### src/rtl/syncdet_pkg.sv
package syncdet_pkg;
  localparam int THR_W = 4;

  // strobes from the measuring datapath to the control
  typedef struct packed {
    logic hMeasured;
    logic deltaBig;
    logic hPolFlip;
    logic vPolFlip;
    logic hOvf;
    logic vOvf;
  } syncdet_obs_t;

  typedef struct packed {
    logic             irqEn;
    logic             ovfOff;
    logic             polOff;
    logic             deltaOff;
    logic [THR_W-1:0] thresh;
  } syncdet_cfg_t;

  localparam syncdet_cfg_t CFG_RESET = '{
    irqEn: 1'b0, ovfOff: 1'b1, polOff: 1'b1, deltaOff: 1'b1, thresh: '1
  };
endpackage

### src/rtl/syncdet_chan.sv
module syncdet_chan #(
  parameter int W = 12
) (
  input  logic         clk,
  input  logic         rstN,
  input  logic         rawIn,
  input  logic         tick,
  output logic         edgeOut,
  output logic         flip,
  output logic         ovf,
  output logic [W-1:0] period
);
  localparam logic [W-1:0] CNT_MAX = {W{1'b1}};
  localparam logic [W-1:0] CNT_PRE = CNT_MAX - 1'b1;

  logic [1:0]   syncQ;
  logic         prevQ;
  logic         lvl;
  logic [W-1:0] cnt;
  logic [W-1:0] high;
  logic         polQ;
  logic         polValid;
  logic         maj;

  assign lvl     = syncQ[1];
  assign edgeOut = lvl & ~prevQ;
  assign maj     = {high, 1'b0} > {1'b0, cnt};
  assign flip    = edgeOut & polValid & (maj ^ polQ);
  assign ovf     = tick & ~edgeOut & (cnt == CNT_PRE);

  always_ff @(posedge clk) begin
    if (!rstN) begin
      syncQ    <= '0;
      prevQ    <= 1'b0;
      cnt      <= '0;
      high     <= '0;
      period   <= '0;
      polQ     <= 1'b0;
      polValid <= 1'b0;
    end else begin
      syncQ <= {syncQ[0], rawIn};
      prevQ <= lvl;
      if (edgeOut) begin
        cnt      <= {{(W-1){1'b0}}, tick};
        high     <= {{(W-1){1'b0}}, tick};
        period   <= cnt;
        polQ     <= maj;
        polValid <= 1'b1;
      end else if (tick) begin
        if (cnt != CNT_MAX) cnt <= cnt + 1'b1;
        if (lvl && high != CNT_MAX) high <= high + 1'b1;
      end
    end
  end
endmodule

### src/rtl/syncdet_datapath.sv
module syncdet_datapath
  import syncdet_pkg::*;
#(
  parameter int H_W = 12,
  parameter int V_W = 11
) (
  input  logic             clk,
  input  logic             rstN,
  input  logic             hsyncIn,
  input  logic             vsyncIn,
  input  logic [THR_W-1:0] thresh,
  output syncdet_obs_t     obs,
  output logic [H_W-1:0]   hPeriod,
  output logic [V_W-1:0]   vPeriod
);
  logic           hEdge;
  logic           vEdgeUnq;
  logic           hFlip;
  logic           vFlip;
  logic           hOvf;
  logic           vOvf;
  logic           hEdgeD;
  logic [H_W-1:0] hPrevPeriod;
  logic [H_W-1:0] diff;

  syncdet_chan #(.W(H_W)) uHoriz (
    .clk(clk), .rstN(rstN), .rawIn(hsyncIn), .tick(1'b1),
    .edgeOut(hEdge), .flip(hFlip), .ovf(hOvf), .period(hPeriod)
  );

  syncdet_chan #(.W(V_W)) uVert (
    .clk(clk), .rstN(rstN), .rawIn(vsyncIn), .tick(hEdge),
    .edgeOut(vEdgeUnq), .flip(vFlip), .ovf(vOvf), .period(vPeriod)
  );

  // compare one cycle after the edge, once the new period is latched
  always_ff @(posedge clk) begin
    if (!rstN) begin
      hEdgeD      <= 1'b0;
      hPrevPeriod <= '0;
    end else begin
      hEdgeD <= hEdge;
      if (hEdge) hPrevPeriod <= hPeriod;
    end
  end

  assign diff = (hPeriod >= hPrevPeriod) ? hPeriod - hPrevPeriod
                                         : hPrevPeriod - hPeriod;

  always_comb begin
    obs           = '0;
    obs.hMeasured = hEdgeD;
    obs.deltaBig  = hEdgeD & (diff > {{(H_W-THR_W){1'b0}}, thresh});
    obs.hPolFlip  = hFlip;
    obs.vPolFlip  = vFlip & vEdgeUnq;
    obs.hOvf      = hOvf;
    obs.vOvf      = vOvf;
  end
endmodule

### src/rtl/syncdet_control.sv
module syncdet_control
  import syncdet_pkg::*;
(
  input  logic             clk,
  input  logic             rstN,
  input  logic             enWe,
  input  logic             thrWe,
  input  logic [THR_W-1:0] cfgData,
  input  logic             muteClr,
  input  syncdet_obs_t     obs,
  output syncdet_cfg_t     cfgQ,
  output logic             armed,
  output logic             muteFlag,
  output logic             nmiReq
);
  logic deltaEvt;
  logic polEvt;
  logic ovfEvt;
  logic setEvt;

  assign deltaEvt = ~cfgQ.deltaOff & armed & obs.deltaBig;
  assign polEvt   = ~cfgQ.polOff & (obs.hPolFlip | obs.vPolFlip);
  assign ovfEvt   = ~cfgQ.ovfOff & (obs.hOvf | obs.vOvf);
  assign setEvt   = deltaEvt | polEvt | ovfEvt;
  assign nmiReq   = muteFlag & cfgQ.irqEn;

  always_ff @(posedge clk) begin
    if (!rstN) begin
      cfgQ     <= CFG_RESET;
      armed    <= 1'b0;
      muteFlag <= 1'b0;
    end else begin
      if (enWe) {cfgQ.irqEn, cfgQ.ovfOff, cfgQ.polOff, cfgQ.deltaOff} <= cfgData;
      if (thrWe) cfgQ.thresh <= cfgData;
      if (cfgQ.deltaOff)      armed <= 1'b0;
      else if (obs.hMeasured) armed <= 1'b1;
      muteFlag <= setEvt | (muteFlag & ~muteClr);
    end
  end
endmodule

### src/rtl/sync_change_detect.sv
module sync_change_detect
  import syncdet_pkg::*;
#(
  parameter int H_W = 12,
  parameter int V_W = 11
) (
  input  logic             clk,
  input  logic             rstN,
  input  logic             hsyncIn,
  input  logic             vsyncIn,
  input  logic             enWe,
  input  logic             thrWe,
  input  logic [THR_W-1:0] cfgData,
  input  logic             muteClr,
  output logic             muteFlag,
  output logic             nmiReq,
  output logic [H_W-1:0]   hPeriod,
  output logic [V_W-1:0]   vPeriod
);
  syncdet_obs_t obs;
  syncdet_cfg_t cfgQ;
  logic         armed;

  syncdet_datapath #(.H_W(H_W), .V_W(V_W)) uDp (
    .clk(clk), .rstN(rstN), .hsyncIn(hsyncIn), .vsyncIn(vsyncIn),
    .thresh(cfgQ.thresh), .obs(obs), .hPeriod(hPeriod), .vPeriod(vPeriod)
  );

  syncdet_control uCtl (
    .clk(clk), .rstN(rstN), .enWe(enWe), .thrWe(thrWe), .cfgData(cfgData),
    .muteClr(muteClr), .obs(obs), .cfgQ(cfgQ), .armed(armed),
    .muteFlag(muteFlag), .nmiReq(nmiReq)
  );
endmodule

### config.mk
export PLATFORM = sky130hd
export DESIGN_NAME = sync_change_detect
export DESIGN_NICKNAME = d
export VERILOG_FILES = /design/src/rtl/syncdet_pkg.sv /design/src/rtl/syncdet_chan.sv /design/src/rtl/syncdet_datapath.sv /design/src/rtl/syncdet_control.sv /design/src/rtl/sync_change_detect.sv
export SDC_FILE = /design/constraint.sdc
export NUM_CORES = 1
export LEC_CHECK = 0
export BUFFER_PORTS_ARGS = -buffer_cell sky130_fd_sc_hd__buf_4
export CORE_ASPECT_RATIO = 1.1
export CORE_MARGIN = 2
export CORE_UTILIZATION = 50
export DETAILED_ROUTE_END_ITERATION = 7
export PLACE_DENSITY = 0.76
export SYNTH_ARGS = -nofsm -noshare
export SYNTH_HDL_FRONTEND = slang
export SYNTH_HIERARCHICAL = 1
export SYNTH_SLANG_ARGS = --single-unit
### constraint.sdc
create_clock -name clk -period 9.04 [get_ports clk]
set_input_delay 1.808 -clock clk [delete_from_list [all_inputs] [get_ports clk]]
set_output_delay 1.808 -clock clk [all_outputs]
set_load 0.005 [all_outputs]
# Word level (Yosys, flattened, before mapping)
# Cells that the tools add are included.
# word_totals
input_bits,11
out_inout_bits,25
regBits,102
# classes
addsub,6
muxes,11
n_reduce_logical,14
bitwise,33
eq_ne,6
n_lt_le_gt_ge,4
# ops
operator,n
$add 12x1->12 const B,2
$ne 12x12->1 const B,2
$sub 12x12->12,2
$add 11x1->11 const B,2
$ne 11x11->1 const B,2
$and 1x1->1,17
$gt 13x12->1,1
$eq 12x12->1 const B,1
$ge 12x12->1,1
$gt 12x11->1,1
$gt 12x4->1,1
$mux 12,1
$eq 11x11->1 const B,1
$mux 1,10
$reduce_bool 2->1,5
$not 1->1,9
$reduce_and 2->1,4
$reduce_or 2->1,3
$or 1x1->1,5
$logic_and 1x1->1,2
$xor 1x1->1,2

# Depth between registers and ports, before layout
# Gate-level depths: netlist (run 1).
# logic_depth
word_depth,10
mapped_depth,20
ltp_nobuf,19

# Hierarchy
# Netlist (run 1), hierarchy kept.
# by_module_without_submodules
mod,instances,area_each_um2,cells_each
syncdet_chan (uDp.uHoriz),1,2173.3,249
syncdet_chan (uDp.uVert),1,1950.6,229
syncdet_datapath,1,1834.3,238
syncdet_control,1,409.1,38

# Worst setup path before layout (run 1)
# No wires, ideal clock.
# synth_path
kind,register -> register
startpoint,reg uDp.uHoriz.period[10]
endpoint,reg uCtl.muteFlag
stages_incl_launch_ff,19
synth_period_minus_slack_ns,3.400
required_time_ns,8.907
path_slack_ns,5.640
n_path_buf,1
arrival_time_ns,3.268
cell_sequence,dfxtp_1 -> inv_1 -> ha_1 -> nand2_1 -> or3_1 -> a21o_2 -> nand2_2 -> buf_6 -> mux2_2 -> ha_1 -> nor2b_1 -> o21ai_0 -> nand2b_1 -> a21oi_1 -> a41oi_1 -> a21oi_1 -> a41oi_1 -> nand3b_1 -> a41oi_2
# synth_lines
item,line_no,text
"start, declared",syncdet_chan.sv:11,output logic [W-1:0] period
"start signal, assigned",syncdet_chan.sv:46,period <= cnt;
"end signal, assigned",syncdet_control.sv:37,muteFlag <= setEvt | (muteFlag & ~muteClr);
"end, declared",syncdet_control.sv:13,"output logic muteFlag,"

==> flow_metrics.tcl, run 1 <==
set metrics [dict create \
    status "completed" \
    cpPeakStageDelay_ps 490 \
    clock-root-buffer "clkbuf_16" \
    final_cell_mix "102 x dfxtp_1, 86 x nand2_1, 62 x inv_1, 54 x ha_1, 51 x nor2_1" \
    hold_depth 1 \
    synth.distinct_cells 86 \
    setup_tns_ps 0 \
    hold_class "reg2reg" \
    cts.sinks 102 \
    worst_slew_pin_slew_ps 852 \
    path_cells "inv_1, ha_1, nand4_1, or3_1, a21o_2, nand2_2, mux2_2, ha_1, nor2b_1, o21ai_0, nand2b_1, a21oi_1, a41oi_1, a21oi_1, a41oi_1, nand3b_1, a41oi_2" \
    period_needed_ps 3840 \
    hold_viol_final 0 \
    avgRoutedWirePerCell_um 14.5 \
    cts-resized-gates 0 \
    rr_worst_depth 17 \
    ys_seq_elements 102 \
    arrival_ps 4070 \
    synth_edf_count 0 \
    grt_pass1_wl_um 23100 \
    crit_fanout 14 \
    cts_setup_buffers 0 \
    grtUsageTotal_pct 20.7 \
    synth_cells 754 \
    cp_data_required_time_ps 9280 \
    start_util_pct 50.8 \
    fin_util_pct 55.1 \
    p_leak_uw 0.00270 \
    finalSetupViolCount 0 \
    synthArstFlopShare_pct 0 \
    vias 5186 \
    grt_pass1_vias 4901 \
    syn_area_um2 6370 \
    cts_hold_buf 0 \
    fp.dieW_um 112 \
    drt-total-wl_um 13500 \
    antenna_found_initial 0 \
    firstDrtPassIters 6 \
    finClkSkew_ps 8.66 \
    ys_top_cells_by_area "dfxtp_1 32%, ha_1 11%, nand2_1 5.1%, mux2i_1 4.9%, inv_1 3.7%" \
    clockBufferDepth 2 \
    final_common_cell "dfxtp_1" \
    coreArea_um2 12500 \
    die_area_um2 13700 \
    drc 0 \
    place_congestion 0.865 \
    fin_crit_sh_pct 42.5 \
    vias_per_cell 5.60 \
    area_growth_pct 8.55 \
    slew_headroom_pct 43.2 \
    numCtsBuffers 9 \
    vdd_drop_max_mv 0.101 \
    p_per_area_nw_per_um2 131 \
    drive_gt1_share_pct 10.9 \
    portBuffers 35 \
    die-height_um 122 \
    fmax_mhz 261 \
    nNetsFinal 832 \
    postSynth.topFlopCell "dfxtp_1" \
    io_pins 36 \
    tritoncts "done" \
    avgSynthCellArea_um2 8.44 \
    cp_slowest_cell "ha_1" \
    globalRoute.totalOverflow 0 \
    worstSetupEndpointType "flip-flop" \
    drt_iter0_markers 382 \
    n_antenna_cell 0 \
    syn-num-nets 821 \
    yosysTopAreaCellShare_pct 32.1 \
    clk_pin_slew_worst_paths_ps 70 \
    critical_path_class "reg2reg" \
    yosysWarnings 6 \
    rows 43 \
    ctsHtreeMaxLevel 3 \
    ant_nets 0 \
    cap_viol_max_count 0 \
    clock_latency_ps 360 \
    fill_cells 1155 \
    grt_max_degree 50 \
    dpl.hpwl_um 9770 \
    synth_top_area_cell "dfxtp_1" \
    drv_slew 0 \
    rsz0062_at_grt "false" \
    critPathLaunchType "flip-flop" \
    yosysSeqAreaShare_pct 32.1 \
]
==> metal layers <==
| metal | global-route usage [%] | part of all wire, % |
|---|---|---|
| met4 | 7.95 | 1.7 |
| met2 | 34.8 | 47 |
| met1 | 26.4 | 48 |
| met3 | 3.95 | 3.4 |
| met5 | 0 | 0 |
==> critical path, delay by kind of cell (launching register included) <==
family	cells	cell delay (ps)
buf+inv	1	70
compound gates	7	960
fa+ha+maj	2	770
simple gates	6	1150
flops	1	390
mux	1	380
==> where the power goes <==
part	switching [uW]	internal [uW]
clock network	177	218
registers	5.10	455
logic	29.2	18.8
==> registers in the layout, summed over array words and instances (netlist names) <==
name and cells:
uCtl/armed 1, uCtl/cfgQ 8, uCtl/muteFlag 1, uDp/hEdgeD 1, uDp/hPrevPeriod 12, uDp/uHoriz/cnt 12, uDp/uHoriz/high 12, uDp/uHoriz/period 12
uDp/uHoriz/polQ 1, uDp/uHoriz/polValid 1, uDp/uHoriz/prevQ 1, uDp/uHoriz/syncQ 2, uDp/uVert/cnt 11, uDp/uVert/high 11, uDp/uVert/period 11, uDp/uVert/polQ 1
uDp/uVert/polValid 1, uDp/uVert/prevQ 1, uDp/uVert/syncQ 2
==> path summary, 6_finish.rpt <==
check / endpoint / start / slack, ps
worst max-delay path: uCtl/muteFlag$_SDFF_PN0_ / uDp/uHoriz/period[7]$_SDFFE_PN0P_ / 5200
worst min-delay path: uDp/uVert/syncQ[1]$_SDFF_PN0_ / uDp/uVert/syncQ[0]$_SDFF_PN0_ / 440
worst max register to register: uCtl/muteFlag$_SDFF_PN0_ / uDp/uHoriz/period[7]$_SDFFE_PN0P_ / 5200
worst min register to register: uDp/uVert/syncQ[1]$_SDFF_PN0_ / uDp/uVert/syncQ[0]$_SDFF_PN0_ / 440
==> synth_stat cells (all sizes together) (14+ instances only) <==
cell type / count
nor2: 54
nand2: 87
buf: 24
o21ai: 24
xnor2: 19
nor3: 14
ha: 54
mux2i: 31
nand4: 17
nand3: 28
dfxtp: 102
inv: 64
a21oi: 46
nor2b: 17
==> layout make-up <==
type | instances | area (um^2) | area share, %
Clock inverter | 5 | 67.6 | 0.978
Multi-Input combinational cell | 551 | 3860 | 55.9
Inverter | 65 | 244 | 3.53
Clock buffer | 10 | 229 | 3.31
Tap cell | 157 | 196 | 2.84
Timing Repair Buffer | 36 | 270 | 3.91
Sequential cell | 102 | 2040 | 29.5
==> metrics by stage <==
stage / area [um^2] / cells / setup WS, ps / hold slack [ps] / total power [uW]
after global placement: 6620 / 911 / 5350 / 415 / 517
after global routing: 6910 / 926 / 4910 / 454 / 941
after detailed placement: 6620 / 911 / 5260 / 420 / 518
final: 6910 / 926 / 5200 / 436 / 902
after CTS: 6910 / 926 / 5230 / 437 / 914
after floorplan: 6370 / 754 / 5640 / 412 / 507
==> cell families (layout without fill, tap and decap cells) <==
logic type               Yosys count  count (layout)  synth area share, %
multiplexers                      32              32                 5.05
adder cells (fa/ha/maj)           56              56                 11.2
AND/OR/NAND/NOR                  283             283                 23.6
buffers and inverters            101             116                 7.27
flip-flops                       102             102                 32.1
AO/OA/AOI/OAI                    149             149                 16.6
XOR/XNOR                          30              30                 4.13
other                              1               1               0.0589
(Power assumes the default switching activity.)
==> inputs of run 2 (changes only) <==
clock period = 3.9 ns   (was 9.04 ns; I/O delays follow)
==> flow_metrics.tcl, run 2 (same netlist as run 1, synthesis figures left out) <==
set metrics [dict create \
    finClkSkew_ps 10.5 \
    period_needed_ps 3600 \
    arrival_ps 3830 \
    globalRoute.totalOverflow 0 \
    combPwrFrac_pct 5.2 \
    coreArea_um2 12500 \
    p_int_uw 1670 \
    p_leak_uw 0.00275 \
    cts_setup_buffers 0 \
    grt_pass1_vias 4923 \
    drv_slew 0 \
    fp.dieW_um 112 \
    final_common_cell "dfxtp_1" \
    switchingPower_uw 494 \
    clock-root-buffer "clkbuf_16" \
    antenna_found_initial 0 \
    seqPwrFrac_pct 49.3 \
    p_per_area_nw_per_um2 309 \
    area_growth_pct 9.90 \
    avgRoutedWirePerCell_um 14.5 \
    cts.sinks 102 \
    fin_crit_sh_pct 92.3 \
    grt_pass1_wl_um 23300 \
    critPathLaunchType "flip-flop" \
    start_util_pct 50.8 \
    drt-total-wl_um 13500 \
    fin_area_um2 7000 \
    crit_fanout 6 \
    critical_path_class "reg2reg" \
    clock_latency_ps 350 \
    totalPowerFinal_uw 2160 \
    fill_cells 1151 \
    firstDrtPassIters 5 \
    cts_hold_buf 0 \
    hold_viol_final 0 \
    vias_per_cell 5.57 \
    vias 5202 \
    setup_tns_ps 0 \
    cap_viol_max_count 0 \
    io_pins 36 \
    drive_gt1_share_pct 12.0 \
    n_antenna_cell 0 \
    dpl_cell_area_um2 6670 \
    rows 43 \
    ant_nets 0 \
    drc 0 \
    numCtsBuffers 9 \
    ctsHtreeMaxLevel 3 \
    worstSetupEndpointType "flip-flop" \
    grtUsageTotal_pct 20.6 \
    startpoint "uDp/uHoriz/period[6]$_SDFFE_PN0P_" \
    reg2reg_from "uDp/uHoriz/period[6]$_SDFFE_PN0P_" \
    clockBufferDepth 2 \
    finalSetupViolCount 0 \
    final_cell_mix "102 x dfxtp_1, 86 x nand2_1, 62 x inv_1, 54 x ha_1, 51 x nor2_1" \
    p_sw_share_pct 22.8 \
    fmax_mhz 278 \
    tritoncts "done" \
    vdd_drop_max_mv 0.261 \
    cp_data_required_time_ps 4130 \
    clk_pin_slew_worst_paths_ps 80 \
    grt_max_degree 50 \
    worst_slew_pin_slew_ps 822 \
    die-height_um 122 \
    dpl.hpwl_um 9870 \
    rsz0062_at_grt "false" \
    status "completed" \
    pwr-share-clk_pct 45.6 \
    hold_class "reg2reg" \
    drt_iter0_markers 373 \
    portBuffers 35 \
    nNetsFinal 839 \
    hold_start "uDp/uVert/syncQ[0]$_SDFF_PN0_" \
    die_area_um2 13700 \
    place_congestion 0.905 \
    cts-resized-gates 0 \
    slew_headroom_pct 45.0 \
]
## run 2: routing by layer
metal,global-route usage [%],share of wire (%),vias up
li1,-,-,2659
met1,27.5,49,2426
met2,33.9,46,95
met3,4.64,4.2,22
met4,6.02,1.5,0
met5,0,0,-
## run 2: power groups by stage
stage	sequential [uW]	clock [uW]	combinational, uW
after floorplan	1090	0	88.0
after detailed placement	1090	0	111
after global placement	1090	0	111
final	1070	986	112
after CTS	1070	1010	112
after global routing	1070	1050	127
## run 2: stage by stage
step	utilization, %	hold slack, ps	setup WS (ps)	cells
after floorplan	-	412	500	754
after global placement	53.2	414	449	918
after detailed placement	53.2	418	332	918
after CTS	55.8	436	296	934
after global routing	55.8	455	40.2	934
final	55.8	435	300	934
## run 2: area by class of cell
| type | instances | area (um^2) | share of cell area [%] |
|---|---|---|---|
| clock buffer | 9 | 225 | 3.22 |
| multi-input combinational | 551 | 3860 | 55.2 |
| sequential | 102 | 2040 | 29.2 |
| timing repair buffer | 43 | 323 | 4.61 |
| inverter | 65 | 244 | 3.49 |
| tap | 157 | 196 | 2.81 |
| clock inverter | 7 | 105 | 1.50 |
## run 2: final timing paths
path	cells after the start	endpoint	slack (ps)
min	1	uDp/uVert/syncQ[1]$_SDFF_PN0_	430
max reg2reg	17	uCtl/muteFlag$_SDFF_PN0_	300
max	17	uCtl/muteFlag$_SDFF_PN0_	300
min reg2reg	1	uDp/uVert/syncQ[1]$_SDFF_PN0_	430
## run 2: worst max-delay path: stages, from the launching register on
cell and delay, ps:
dfxtp_1 410, inv_1 60, ha_1 390, nand4_1 140, or3_1 400, a21o_2 230
nand2_2 160, mux2_2 350, ha_1 280, nor2b_1 130, o21ai_0 140, nand2b_1 80
a21oi_1 140, a41oi_1 60, a21oi_1 140, a41oi_1 140, nand3b_1 120, a41oi_2 90
